<file path="src/rtl/phy_strap_pkg.sv">
package phy_strap_pkg;

    localparam int REG_W    = 16;
    localparam int ADDR_W   = 5;
    localparam int NUM_STD  = 7;
    localparam int NUM_VND  = 4;
    localparam int NUM_REGS = NUM_STD + NUM_VND;
    localparam int VND_BASE = 16;

    // slot indices of registers with special reset or write behaviour
    localparam int SLOT_CTRL = 0;
    localparam int SLOT_ID1  = 2;
    localparam int SLOT_ID2  = 3;
    localparam int SLOT_ADV  = 4;

    localparam int CTRL_ANE_BIT = 12;
    localparam int CTRL_ISO_BIT = 11;
    localparam int ADV_ABIL_LO  = 5;
    localparam int ADV_ABIL_HI  = 8;
    localparam int ADV_SEL_W    = 5;
    localparam logic [ADV_SEL_W-1:0] ADV_SEL_RST = 5'b00001;

    typedef logic [REG_W-1:0] word_t;
    typedef logic [NUM_REGS-1:0][REG_W-1:0] regbank_t;

    // management address of a storage slot
    function automatic logic [ADDR_W-1:0] slot_addr(input int s);
        if (s < NUM_STD) return ADDR_W'(s);
        return ADDR_W'(VND_BASE + s - NUM_STD);
    endfunction

    function automatic logic addr_mapped(input logic [ADDR_W-1:0] a);
        return (int'(a) < NUM_STD) ||
               ((int'(a) >= VND_BASE) && (int'(a) < VND_BASE + NUM_VND));
    endfunction

    // ability bits {100FD,100HD,10FD,10HD} from straps
    function automatic logic [3:0] ability_decode(input logic c0, input logic c1,
                                                   input logic fde, input logic ane);
        logic [3:0] r;
        case ({c0, c1, fde})
            3'b111:  r = 4'b1111;
            3'b100:  r = 4'b0100;
            3'b101:  r = 4'b1100;
            3'b010:  r = 4'b0001;
            3'b011:  r = 4'b0011;
            3'b110:  r = 4'b0101;
            default: r = 4'b1111;
        endcase
        if (!ane) r = 4'b1111;
        return r;
    endfunction

endpackage

</file>
<file path="src/rtl/phy_strap_decode.sv">
module phy_strap_decode
    import phy_strap_pkg::*;
#(
    parameter word_t ID1_RST = 16'h0a1c,
    parameter word_t ID2_RST = 16'h5d20
) (
    input  logic [ADDR_W-1:0] strap_addr,
    input  logic              strap_cfg0,
    input  logic              strap_cfg1,
    input  logic              strap_fde,
    input  logic              strap_ane,
    output regbank_t          reset_img
);

    logic [3:0] abil;

    always_comb begin
        abil = ability_decode(strap_cfg0, strap_cfg1, strap_fde, strap_ane);
    end

    always_comb begin
        reset_img = '0;
        reset_img[SLOT_CTRL][CTRL_ANE_BIT] = strap_ane;
        reset_img[SLOT_CTRL][CTRL_ISO_BIT] = (strap_addr == '0);
        reset_img[SLOT_ID1] = ID1_RST;
        reset_img[SLOT_ID2] = ID2_RST;
        reset_img[SLOT_ADV][ADV_ABIL_HI:ADV_ABIL_LO] = abil;
        reset_img[SLOT_ADV][ADV_SEL_W-1:0] = ADV_SEL_RST;
    end

endmodule

</file>
<file path="src/rtl/phy_mgmt_regfile.sv">
module phy_mgmt_regfile
    import phy_strap_pkg::*;
(
    input  logic              clk,
    input  logic              rst_n,
    input  regbank_t          reset_img,
    input  logic              mgmt_wr,
    input  logic [ADDR_W-1:0] mgmt_addr,
    input  word_t             mgmt_wdata,
    output word_t             mgmt_rdata,
    output word_t             ctrl_word
);

    typedef struct packed {
        regbank_t bank;
    } rf_state_t;

    rf_state_t rf_d, rf_q;
    logic [NUM_REGS-1:0] hit;
    logic                ane_drop;

    genvar s;
    generate
        for (s = 0; s < NUM_REGS; s++) begin : g_hit
            assign hit[s] = (mgmt_addr == slot_addr(s));
        end
    endgenerate

    assign ane_drop = mgmt_wr && hit[SLOT_CTRL]
                   && rf_q.bank[SLOT_CTRL][CTRL_ANE_BIT]
                   && !mgmt_wdata[CTRL_ANE_BIT];

    always_comb begin
        rf_d = rf_q;
        if (!rst_n) begin
            rf_d.bank = reset_img;
        end else if (mgmt_wr) begin
            for (int i = 0; i < NUM_REGS; i++) begin
                if (hit[i]) rf_d.bank[i] = mgmt_wdata;
            end
            if (ane_drop) rf_d.bank[SLOT_ADV][ADV_ABIL_HI:ADV_ABIL_LO] = 4'b1111;
        end
    end

    always_ff @(posedge clk) begin
        rf_q <= rf_d;
    end

    always_comb begin
        mgmt_rdata = '0;
        for (int i = 0; i < NUM_REGS; i++) begin
            if (hit[i]) mgmt_rdata = mgmt_rdata | rf_q.bank[i];
        end
    end

    assign ctrl_word = rf_q.bank[SLOT_CTRL];

endmodule

</file>
<file path="src/rtl/phy_led_polarity.sv">
module phy_led_polarity #(
    parameter int NUM_LED = 5
) (
    input  logic [NUM_LED-1:0] led_raw,
    input  logic [NUM_LED-1:0] pol,
    output logic [NUM_LED-1:0] led_out
);

    genvar i;
    generate
        for (i = 0; i < NUM_LED; i++) begin : g_led
            assign led_out[i] = led_raw[i] ^ pol[i];
        end
    endgenerate

endmodule

</file>
<file path="src/rtl/phy_strap_cfg.sv">
module phy_strap_cfg
    import phy_strap_pkg::*;
#(
    parameter word_t ID1_RST = 16'h0a1c,
    parameter word_t ID2_RST = 16'h5d20
) (
    input  logic              clk,
    input  logic              rst_n,
    input  logic [ADDR_W-1:0] strap_addr,
    input  logic              strap_cfg0,
    input  logic              strap_cfg1,
    input  logic              strap_fde,
    input  logic              strap_ane,
    input  logic [ADDR_W-1:0] led_raw,
    output logic [ADDR_W-1:0] led_out,
    output logic [ADDR_W-1:0] phy_addr,
    output logic              isolate,
    input  logic              mgmt_wr,
    input  logic [ADDR_W-1:0] mgmt_addr,
    input  logic [REG_W-1:0]  mgmt_wdata,
    output logic [REG_W-1:0]  mgmt_rdata
);

    typedef struct packed {
        logic [ADDR_W-1:0] addr;
    } top_state_t;

    top_state_t st_d, st_q;
    regbank_t   reset_img;
    word_t      ctrl_word;

    // address straps double as LED polarity; both frozen once reset ends
    always_comb begin
        st_d = st_q;
        if (!rst_n) st_d.addr = strap_addr;
    end

    always_ff @(posedge clk) begin
        st_q <= st_d;
    end

    phy_strap_decode #(
        .ID1_RST (ID1_RST),
        .ID2_RST (ID2_RST)
    ) u_decode (
        .strap_addr (strap_addr),
        .strap_cfg0 (strap_cfg0),
        .strap_cfg1 (strap_cfg1),
        .strap_fde  (strap_fde),
        .strap_ane  (strap_ane),
        .reset_img  (reset_img)
    );

    phy_mgmt_regfile u_regs (
        .clk        (clk),
        .rst_n      (rst_n),
        .reset_img  (reset_img),
        .mgmt_wr    (mgmt_wr),
        .mgmt_addr  (mgmt_addr),
        .mgmt_wdata (mgmt_wdata),
        .mgmt_rdata (mgmt_rdata),
        .ctrl_word  (ctrl_word)
    );

    phy_led_polarity #(
        .NUM_LED (ADDR_W)
    ) u_led (
        .led_raw (led_raw),
        .pol     (st_q.addr),
        .led_out (led_out)
    );

    assign phy_addr = st_q.addr;
    assign isolate  = ctrl_word[CTRL_ISO_BIT];

endmodule

</file>
<file path="config.mk">
export PLATFORM = sky130hd
export DESIGN_NAME = phy_strap_cfg
export DESIGN_NICKNAME = d
export VERILOG_FILES = /design/src/rtl/phy_strap_pkg.sv /design/src/rtl/phy_strap_decode.sv /design/src/rtl/phy_mgmt_regfile.sv /design/src/rtl/phy_led_polarity.sv /design/src/rtl/phy_strap_cfg.sv
export SDC_FILE = /design/constraint.sdc
export NUM_CORES = 1
export LEC_CHECK = 0
export BUFFER_PORTS_ARGS = -buffer_cell sky130_fd_sc_hd__buf_2
export CAP_MARGIN = 5
export CORE_ASPECT_RATIO = 1.25
export CORE_MARGIN = 2
export CORE_UTILIZATION = 55
export DETAILED_ROUTE_END_ITERATION = 8
export PLACE_DENSITY = 0.74
export SLEW_MARGIN = 25
export SYNTH_ARGS = -nofsm -noshare
export SYNTH_HDL_FRONTEND = slang
export SYNTH_SLANG_ARGS = --single-unit
</file>
<file path="constraint.sdc">
create_clock -name clk -period 2.3 [get_ports clk]
set_input_delay 0.46 -clock clk [delete_from_list [all_inputs] [get_ports clk]]
set_output_delay 0.46 -clock clk [all_outputs]
set_load 0.02 [all_outputs]
</file>
==> results of run 1 <==
-- state kept, by name, indices dropped and copies added, names as in the netlist --
name              flops
u_regs.rf_q         160
phy_addr              5
u_regs.ctrl_word     16
-- where the power goes --
group	internal, uW	switching [uW]	leakage, uW
combinational	225	421	0.00218
sequential	3200	20.8	0.00148
clock	1670	1250	0.000296
total	5100	1690	0.00396
-- cell families after synthesis --
logic type	synth area share, %
mux	17.04
buf+inv	6.211
compound gates	18.47
xor+xnor	0.5176
simple gates	13.64
flops	44.13
-- stage by stage --
stage,cells,hold slack (ns)
floorplan,954,0.4344
global placement,1133,0.4445
detailed placement,1133,0.4476
CTS,1164,0.2023
global route,1165,0.2047
finish,1165,0.2059
-- per-layer routing --
| layer | vias to the layer above | GRT usage [%] | routed length [um] |
|---|---|---|---|
| met3 | 36 | 5.900 | 1625 |
| li1 | 3465 | - | - |
| met4 | 0 | 8.751 | 408 |
| met2 | 319 | 44.43 | 11130 |
| met1 | 3590 | 41.33 | 10310 |
| met5 | - | 0 | 0 |
-- area by class of cell --
| type | count | area (um2) | area share (%) |
|---|---|---|---|
| clock inverters | 10 | 92.59 | 0.9277 |
| flip-flops and latches | 181 | 3734 | 37.41 |
| well taps | 182 | 227.7 | 2.282 |
| clock buffers | 21 | 503.0 | 5.039 |
| repair buffers | 113 | 1026 | 10.28 |
| inverters | 2 | 7.507 | 0.07522 |
| multi-input cells | 656 | 4390 | 43.99 |
-- cell usage in the layout (no fill, tap or decap), drive strengths merged, types with 3 or more instances in the layout --
cell type and count:
dfxtp 170, nand2 85, nand3 124, inv 4, buf 112, o21ai 109, o2bb2ai 16, xor2 5
or4b 3, mux2i 144, nand2b 3, a21oi 94, o22ai 32, a211o 16, clkbuf 22, nor2b 3
clkinv 6, edfxtp 11
-- how the worst max path moves through the flow --
stage / startpoint / endpoint / slack, ns / cells after the start
after global placement: mgmt_addr[0] / mgmt_rdata[7] / -0.03 / 6
after detailed placement: mgmt_addr[0] / mgmt_rdata[6] / -0.07 / 6
final: mgmt_addr[3] / mgmt_rdata[5] / -0.0007 / 6
after floorplan: mgmt_addr[0] / mgmt_rdata[5] / 0.06 / 6
after CTS: mgmt_addr[0] / mgmt_rdata[5] / -0.006 / 6
after global routing: mgmt_addr[2] / mgmt_rdata[8] / -0.02 / 6
-- critical path: cells and delay by family --
kind,cells,cell delay [ns]
AOI/OAI and AO/OA,2,0.33
and+or+nand+nor,1,0.60
buffers and inverters,3,0.43
-- what timing repair did --
item | in CTS | in global routing
resized for setup | 7 | 52
gates cloned | 0 | 1
setup endpoints to repair | 9 | 15
pin swaps | 1 | 14
setup buffers | 0 | 0
==> run_results.csv, run 1 <==
group,metric,value,unit
worst_setup_path,cpPeakStageDelay,0.60,ns
yosys,ys_ff_latch,181,
sta,relSlewSlack,56.76,%
yosys,yosysWarnings,0,
sta,skew,0.003986,ns
final_layout,fillers,1178,
sta,clock.fmax,0.4346,GHz
placement,dpl_cell_area,0.009100,mm2
yosys,synthTopCellsByArea,"dfxtp_1 (40%), mux2i_1 (17%), nand3_1 (7.2%), o21ai_0 (6.4%), a21oi_1 (5.6%)",
final_layout,final_core_util,66.48,%
yosys,synth_top_cell_area_share,40.22,%
run_status,violations,"setup timing",
worst_setup_path,crit_chain,"buf_8 > or4b_4 > buf_12 > o22ai_2 > a211o_1 > buf_4",
worst_setup_path,worstPathRequired,1.84,ns
sta,fin_crit_sh,100.0,%
global_route,groute.usage.overall,29.01,%
worst_setup_path,startpoint_type,"primary input",
final_layout,syn2layout_area_growth,17.97,%
yosys,ys_dominant_reg_cell,"dfxtp_1",
final_layout,layout-drive-gt1-share,17.80,%
drt,vias_per_cell,6.361,
yosys,synth_common_cells,"dfxtp_1 (170), mux2i_1 (144), nand3_1 (121), o21ai_0 (109), a21oi_1 (94)",
sta,min_period,2.301,ns
drt,dr.pass1.iters,5,
sta,setup_slack,-0.0007151,ns
flow_run,drv_cap,0,
yosys,syn_nets,992,
worst_setup_path,cp.arrival,1.84,ns
sta,hold_violations,0,
floorplan,io_pins,65,
worst_setup_path,timing.rr.end,"u_regs.rf_q[72]",
global_route,grt_max_degree,66,
drt,totalWireLength,23.47,mm
yosys,avgSynthCellArea,8.869,um2
final_layout,nets,1009,
floorplan,dieArea,0.01640,mm2
power_and_ir_drop,report.power.total,6795,uW
power_and_ir_drop,power_density,680.8,mW/mm2
worst_setup_path,path_max_fanout,8,
worst_setup_path,cp_slowest_cell,"or4b_4",
drt,route.detailed.drc,0,
power_and_ir_drop,ir_drop,424.7,uV
yosys,synth_edf_count,11,
floorplan,coreArea,0.01501,mm2
yosys,ys_seq_area_share,44.13,%
sta,grt_setup_unrepaired,"true",
global_route,grt_pass1_wl,37.57,mm
sta,worst_slew_pin_slew,0.6418,ns
drt,drtIter0Drc,672,
worst_setup_path,endpoint_kind,"output port",
yosys,synth_top_area_cell,"dfxtp_1",
floorplan,num_rows,50,
worst_hold_path,worstHoldEndpoint,"phy_addr[3]",
clocking,cts_made_buffers,17,
run_status,status,"finished, violations left",
floorplan,die_y,142.7,um
worst_setup_path,worstRegToRegCells,3,
floorplan,die_w,114.9,um
global_route,grt_pass1_vias,7035,
placement,dp_hpwl,15.01,mm
floorplan,start_util,56.35,%
worst_hold_path,min_path_cells,1,
clocking,ctsHoldBuffers,0,
power_and_ir_drop,p_leak,0.003957,uW
worst_setup_path,crit_type,"primary input to output port",
yosys,yosysMostFrequentCell,"dfxtp_1",
sta,slew_viol_final,0,
placement,place_congestion,0.8661,
sta,setup_violations,1,
sta,fin_setup_tns,-0.0007151,ns
clocking,cts.sinks,181,
clocking,clock_latency,0.44,ns
yosys,syn_inst,954,
placement,io_buffers,64,
clocking,clockRootBuffer,"clkbuf_16",
clocking,cts_tree,"built",
clocking,clockBufferDepth,2,
worst_setup_path,rrSetupSlack,0.93,ns
worst_setup_path,r2r_start,"u_regs.ctrl_word[12]",
global_route,antenna_found_initial,0,
yosys,synth_area,0.008461,mm2
worst_hold_path,min_path_type,"primary input to flip-flop",
final_layout,diodes,0,
drt,ant_nets,0,
drt,post_drt_wl_per_cell,20.14,um
yosys,synthDistinctLibCells,39,
drt,vias,7410,
clocking,h-tree-depth,4,
clocking,clk_pin_slew_worst_paths,0.06,ns
final_layout,fin_area,0.009981,mm2
placement,dp_slack,-0.06731,ns
yosys,async_reset_ff_share,0,%
worst_hold_path,hold_start,"strap_addr[3]",
global_route,grt-ovfl-total,0,
No activity file was read; power rests on OpenSTA's default activity.
==> inputs of run 2 (changes only) <==
Settings changed: CELL_PAD_IN_SITES_DETAIL_PLACEMENT set to 0, CELL_PAD_IN_SITES_GLOBAL_PLACEMENT set to 1, CORE_UTILIZATION 55 to 46, PLACE_DENSITY 0.74 to 0.79.
==> run 2 against run 1 <==
  * The run now ends clean
  * Combinational power fell by 4.0%
  * Cell count grew 3.6%
  * Setup slack improved by 0.022 ns
  * Hold slack improved by 0.012 ns
  * Sequential power barely moved
==> run_results.csv, run 2 (same netlist as run 1, synthesis figures left out) <==
group,metric,value,unit
final_layout,diodes,0,
sta,grt_setup_unrepaired,"true",
final_layout,largest_reg_flops,160,
final_layout,fin_area,0.009748,mm2
floorplan,io_pins,65,
floorplan,coreArea,0.01810,mm2
drt,dr.pass1.iters,5,
worst_hold_path,min_path_cells,1,
worst_setup_path,cp.arrival,1.82,ns
sta,relSlewSlack,61.92,%
clocking,cts_tree,"built",
clocking,clock_latency,0.43,ns
global_route,grt-ovfl-total,0,
sta,worst_slew_pin_slew,0.5653,ns
global_route,groute.usage.overall,23.93,%
placement,io_buffers,64,
worst_setup_path,path_max_fanout,16,
flow_run,drv_cap,0,
final_layout,regMostFlops,"u_regs.rf_q",
sta,skew,0.006228,ns
sta,fin_crit_sh,99.07,%
clocking,clockBufferDepth,2,
clocking,clockRootBuffer,"clkbuf_16",
final_layout,nets,1005,
sta,slew_viol_final,0,
global_route,antenna_found_initial,0,
clocking,h-tree-depth,4,
clocking,cts_setup_buffers,0,
floorplan,dieArea,0.01950,mm2
worst_setup_path,crit_type,"primary input to output port",
final_layout,multi_input_area,0.004307,mm2
sta,timing.hold.ws,0.2182,ns
final_layout,final_common_cell,"dfxtp_1",
power_and_ir_drop,ir_drop,591.0,uV
worst_setup_path,crit_cells,6,
final_layout,ff_latch_area,0.003734,mm2
worst_setup_path,crit_buf_inv,3,
sta,setup_violations,0,
drt,drtIter0Drc,570,
worst_hold_path,min_path_type,"primary input to flip-flop",
drt,vias_per_cell,5.899,
clocking,cts.sinks,181,
global_route,grt_pass1_wl,37.34,mm
worst_setup_path,startpoint_type,"primary input",
floorplan,die_w,125.3,um
worst_setup_path,worstRegToRegCells,3,
worst_setup_path,critPathTopFamily,"simple AND/OR/NAND/NOR gates",
floorplan,num_rows,55,
run_status,status,"finished, final reports clean",
final_layout,final_cell_mix,"dfxtp_1 (170), mux2i_1 (144), nand3_1 (121), o21ai_0 (109), a21oi_1 (94)",
worst_setup_path,endpoint_kind,"output port",
power_and_ir_drop,power_density,677.7,mW/mm2
final_layout,fillers,1698,
drt,vias,7120,
placement,place_congestion,0.8519,
sta,clock.fmax,0.4389,GHz
floorplan,die_y,155.6,um
worst_setup_path,worstPathRequired,1.84,ns
clocking,cts_made_buffers,17,
drt,ant_nets,0,
placement,dpl_cell_area,0.009086,mm2
worst_setup_path,crit_chain,"buf_2 > or4b_4 > buf_12 > o22ai_2 > a211o_1 > buf_6",
final_layout,layout-drive-gt1-share,16.34,%
clocking,clk_pin_slew_worst_paths,0.06,ns
power_and_ir_drop,p_leak,0.003890,uW
drt,route.detailed.drc,0,
clocking,ctsHoldBuffers,0,
floorplan,start_util,46.75,%
final_layout,final_core_util,53.86,%
placement,dp_hpwl,15.41,mm
sta,min_period,2.279,ns
worst_setup_path,cpPeakStageDelay,0.55,ns
worst_setup_path,cp_slowest_cell,"or4b_4",
drt,post_drt_wl_per_cell,19.37,um
global_route,grt_max_degree,94,
drt,totalWireLength,23.38,mm
sta,hold_violations,0,
global_route,grt_pass1_vias,6570,
final_layout,syn2layout_area_growth,15.22,%
## run 2: cell types whose count changed in the layout (fill, tap and decap cells not counted), moves of 2 or more
cell / change
o22ai_4: -6
o22ai_1: +5
mux2i_1: +4
buf_8: -2
clkbuf_1: +2
buf_12: -5
buf_2: +8
mux2i_2: -4
clkbuf_16: -3
buf_6: -5
inv_6: -2
## run 2: report_power, final
part           leakage, uW  internal [uW]  switching (uW)
registers          0.00148           3200            17.4
clock network     0.000280           1570            1200
logic              0.00213            207             413
total              0.00389           4980            1630
## run 2: worst register-to-register path, delay by kind of cell, from the launching register on
kind             cells  cell delay [ns]
AO/OA/AOI/OAI        2             0.49
flip-flops           1             0.35
AND/OR/NAND/NOR      1             0.10
## run 2: per-layer routing
metal / vias up / part of all wire [%] / track usage, %
li1: 3452 / - / -
met1: 3452 / 48 / 35.37
met2: 187 / 46 / 35.95
met3: 29 / 4.7 / 3.978
met4: 0 / 1.6 / 7.037
met5: - / 0 / 0
## run 2: final timing paths
check | start | endpoint | slack [ns]
max | mgmt_addr[0] | mgmt_rdata[7] | 0.02
min | strap_addr[3] | phy_addr[3] | 0.22
max reg2reg | u_regs.ctrl_word[12] | u_regs.rf_q[70] | 1.00
min reg2reg | u_regs.rf_q[166] | u_regs.rf_q[166] | 0.46
## run 2: area by class of cell
type,instances,share of cell area [%]
Multi-Input combinational cell,656,44.18
Sequential cell,181,38.30
Timing Repair Buffer,109,8.844
Clock buffer,22,4.865
Tap cell,228,2.926
Clock inverter,9,0.8086
Inverter,2,0.07701
## run 2: repair_timing
item / 4_1_cts / 5_1_grt
pin swaps: 1 / 4
endpoints found under the hold margin: 0 / 0
endpoints found under the setup margin: 3 / 14
resized for setup: 2 / 23
## run 2: stage by stage
step	power (uW)	instances	worst slack [ns]	setup TNS, ns
after floorplan	3668	954	0.05655	0
after global routing	6822	1207	-0.01204	-0.04746
after detailed placement	3899	1176	-0.01258	-0.02182
final	6606	1207	0.02140	0
after CTS	6639	1207	0.007292	0
after global placement	3901	1176	0.02382	0
==> inputs of run 3 (changes only) <==
Settings changed: ABC_AREA set to 1, CORE_UTILIZATION 46 to 44, PLACE_DENSITY 0.79 to 0.8.
==> run 3 against run 2 <==
  * Via count increased by 22%
  * Hold slack worse by 0.0012 ns
  * Synthesized cell count is 27% higher
  * Fmax decreased by 0.12%
  * Sequential power hardly changed
  * Critical endpoint is now mgmt_rdata[9]
  * Highest routed layer unchanged
  * Routed wire length grew 33%
  * Register-to-register slack gained 0.22 ns
  * Largest cell class unchanged
==> run_results.csv, run 3 <==
group,metric,value,unit
clocking,cts_made_buffers,17,
final_layout,diodes,0,
sta,worst_slew_pin_slew,0.5131,ns
worst_setup_path,r2r_start,"u_regs.ctrl_word[12]",
final_layout,layout-drive-gt1-share,18.72,%
yosys,synth_top_cell_area_share,39.97,%
clocking,cts.sinks,181,
yosys,syn_inst,1210,
final_layout,final_core_util,54.61,%
worst_setup_path,cp_slowest_cell,"nor2_1",
sta,relSlewSlack,65.67,%
yosys,synth_top_area_cell,"dfxtp_1",
power_and_ir_drop,power_density,648.9,mW/mm2
final_layout,largest_reg_flops,160,
sta,min_period,2.281,ns
sta,hold_violations,0,
yosys,synth_common_cells,"nand2_1 (252), nor2_1 (236), dfxtp_1 (170), nand3_1 (117), nand4_1 (79)",
worst_setup_path,worstRegToRegCells,5,
worst_setup_path,critPathTopFamily,"buffers and inverters",
yosys,avgSynthCellArea,7.037,um2
sta,fin_setup_tns,0,ns
sta,grt_setup_unrepaired,"true",
sta,skew,0.003895,ns
worst_setup_path,crit_chain,"buf_2 > nor2_8 > buf_4 > buf_4 > buf_4 > nand3_1 > nand2_1 > nor2_1 > nand3_2 > buf_6",
yosys,ys_dominant_reg_cell,"dfxtp_1",
clocking,clk_pin_slew_worst_paths,0.07,ns
worst_setup_path,cpPeakStageDelay,0.23,ns
yosys,synthTopCellsByArea,"dfxtp_1 (40%), nand2_1 (11%), nor2_1 (10%), nand3_1 (6.9%), nand4_1 (5.8%)",
drt,route.detailed.drc,0,
placement,dp_hpwl,21.36,mm
placement,io_buffers,64,
sta,setup_violations,0,
floorplan,die_w,128.4,um
placement,place_congestion,0.9202,
power_and_ir_drop,p_leak,0.004480,uW
worst_hold_path,min_path_type,"primary input to flip-flop",
worst_setup_path,endpoint_kind,"output port",
yosys,synthDistinctLibCells,30,
worst_hold_path,hold_start,"strap_addr[0]",
drt,totalWireLength,31.20,mm
final_layout,regMostFlops,"u_regs.rf_q",
drt,ant_nets,0,
global_route,groute.usage.overall,30.84,%
yosys,yosysMostFrequentCell,"nand2_1",
worst_hold_path,min_path_cells,1,
floorplan,coreArea,0.01885,mm2
drt,drtIter0Drc,877,
worst_setup_path,crit_buf_inv,5,
sta,clock.fmax,0.4383,GHz
worst_setup_path,path_max_fanout,4,
power_and_ir_drop,ir_drop,532.0,uV
floorplan,io_pins,65,
worst_setup_path,timing.rr.end,"u_regs.rf_q[71]",
sta,fin_crit_sh,99.19,%
yosys,synth_edf_count,11,
worst_setup_path,worstPathRequired,1.84,ns
clocking,cts_tree,"built",
yosys,syn_nets,1248,
worst_setup_path,startpoint_type,"primary input",
final_layout,fin_area,0.01029,mm2
yosys,async_reset_ff_share,0,%
clocking,clock_latency,0.43,ns
flow_run,drv_cap,0,
global_route,antenna_found_initial,0,
run_status,status,"finished, final reports clean",
global_route,grt_pass1_wl,48.03,mm
worst_setup_path,cpMostUsedCell,"buf_4",
final_layout,syn2layout_area_growth,20.90,%
yosys,ys_seq_area_share,43.85,%
sta,slew_viol_final,0,
yosys,ys_ff_latch,181,
floorplan,die_y,159.5,um
clocking,h-tree-depth,4,
worst_setup_path,cp.arrival,1.82,ns
floorplan,dieArea,0.02049,mm2
clocking,ctsHoldBuffers,0,
global_route,grt_max_degree,69,
worst_hold_path,worstHoldEndpoint,"phy_addr[0]",
drt,vias_per_cell,5.599,
floorplan,num_rows,56,
worst_setup_path,rrSetupSlack,1.22,ns
final_layout,nets,1339,
worst_setup_path,crit_cells,10,
global_route,grt_pass1_vias,8229,
drt,post_drt_wl_per_cell,20.18,um
yosys,synth_area,0.008514,mm2
power_and_ir_drop,report.power.total,6679,uW
drt,dr.pass1.iters,5,
final_layout,final_common_cell,"nand2_1",
placement,dpl_cell_area,0.009565,mm2
clocking,clockBufferDepth,2,
yosys,yosysWarnings,0,
floorplan,start_util,45.17,%
drt,vias,8656,
final_layout,final_cell_mix,"nand2_1 (250), nor2_1 (230), dfxtp_1 (170), nand3_1 (114), buf_4 (91)",
global_route,grt-ovfl-total,0,
worst_setup_path,crit_type,"primary input to output port",
clocking,clockRootBuffer,"clkbuf_16",
==> run 3: per-stage QoR <==
stage	setup WS, ns	std cells	hold slack (ns)
floorplan	0.2700	1210	0.4292
finish	0.01868	1546	0.2170
CTS	0.01244	1537	0.2059
global route	-0.009694	1546	0.2067
detailed placement	-0.1210	1505	0.4416
global placement	-0.1192	1505	0.4375
==> run 3: worst max-delay path by stage <==
| stage | from | endpoint | slack (ns) |
|---|---|---|---|
| floorplan | mgmt_addr[4] | mgmt_rdata[14] | 0.27 |
| global placement | mgmt_addr[2] | mgmt_rdata[10] | -0.12 |
| detailed placement | mgmt_addr[2] | mgmt_rdata[10] | -0.12 |
| CTS | mgmt_addr[4] | mgmt_rdata[9] | 0.01 |
| global route | mgmt_addr[4] | mgmt_rdata[5] | -0.01 |
| finish | mgmt_addr[2] | mgmt_rdata[9] | 0.02 |
==> run 3: final cells by class <==
type,count,area [um2]
Timing Repair Buffer,167,1331
Tap cell,232,290.3
Fill cell,1834,8554
Inverter,44,170.2
Clock buffer,20,436.7
Clock inverter,12,107.6
Sequential cell,181,3734
Multi-Input combinational cell,890,4224
==> run 3: power by group <==
group,switching (uW),internal [uW]
clock,1300,1490
sequential,23.9,3210
combinational,451,202
==> run 3: worst register-to-register path, delay by kind of cell (launching register included) <==
family,cells,cell delay [ns]
DFF,1,0.40
and+or+nand+nor,3,0.27
buffers and inverters,2,0.17
==> run 3: timing repair <==
item / in CTS / in global routing
resized for setup: 5 / 30
setup buffers: 0 / 9
pin swaps: 0 / 7
setup endpoints to repair: 15 / 15
==> run 3: kinds of logic (layout without fill, tap and decap cells) <==
group / after synthesis / count (layout) / synth area share (%)
AOI/OAI and AO/OA: 169 / 169 / 10.17
xor gates and xnor gates: 5 / 5 / 0.5143
buffers and inverters: 139 / 243 / 7.303
DFF: 181 / 181 / 43.85
and+or+nand+nor: 716 / 716 / 38.16
==> run 3: per-layer routing <==
metal / share of wire, % / routed length, um / global-route usage [%]
met1: 42 / 13090 / 39.79
met2: 49 / 15160 / 51.55
met3: 6.0 / 1884 / 4.469
met4: 3.4 / 1064 / 12.34
met5: 0 / 0 / 0
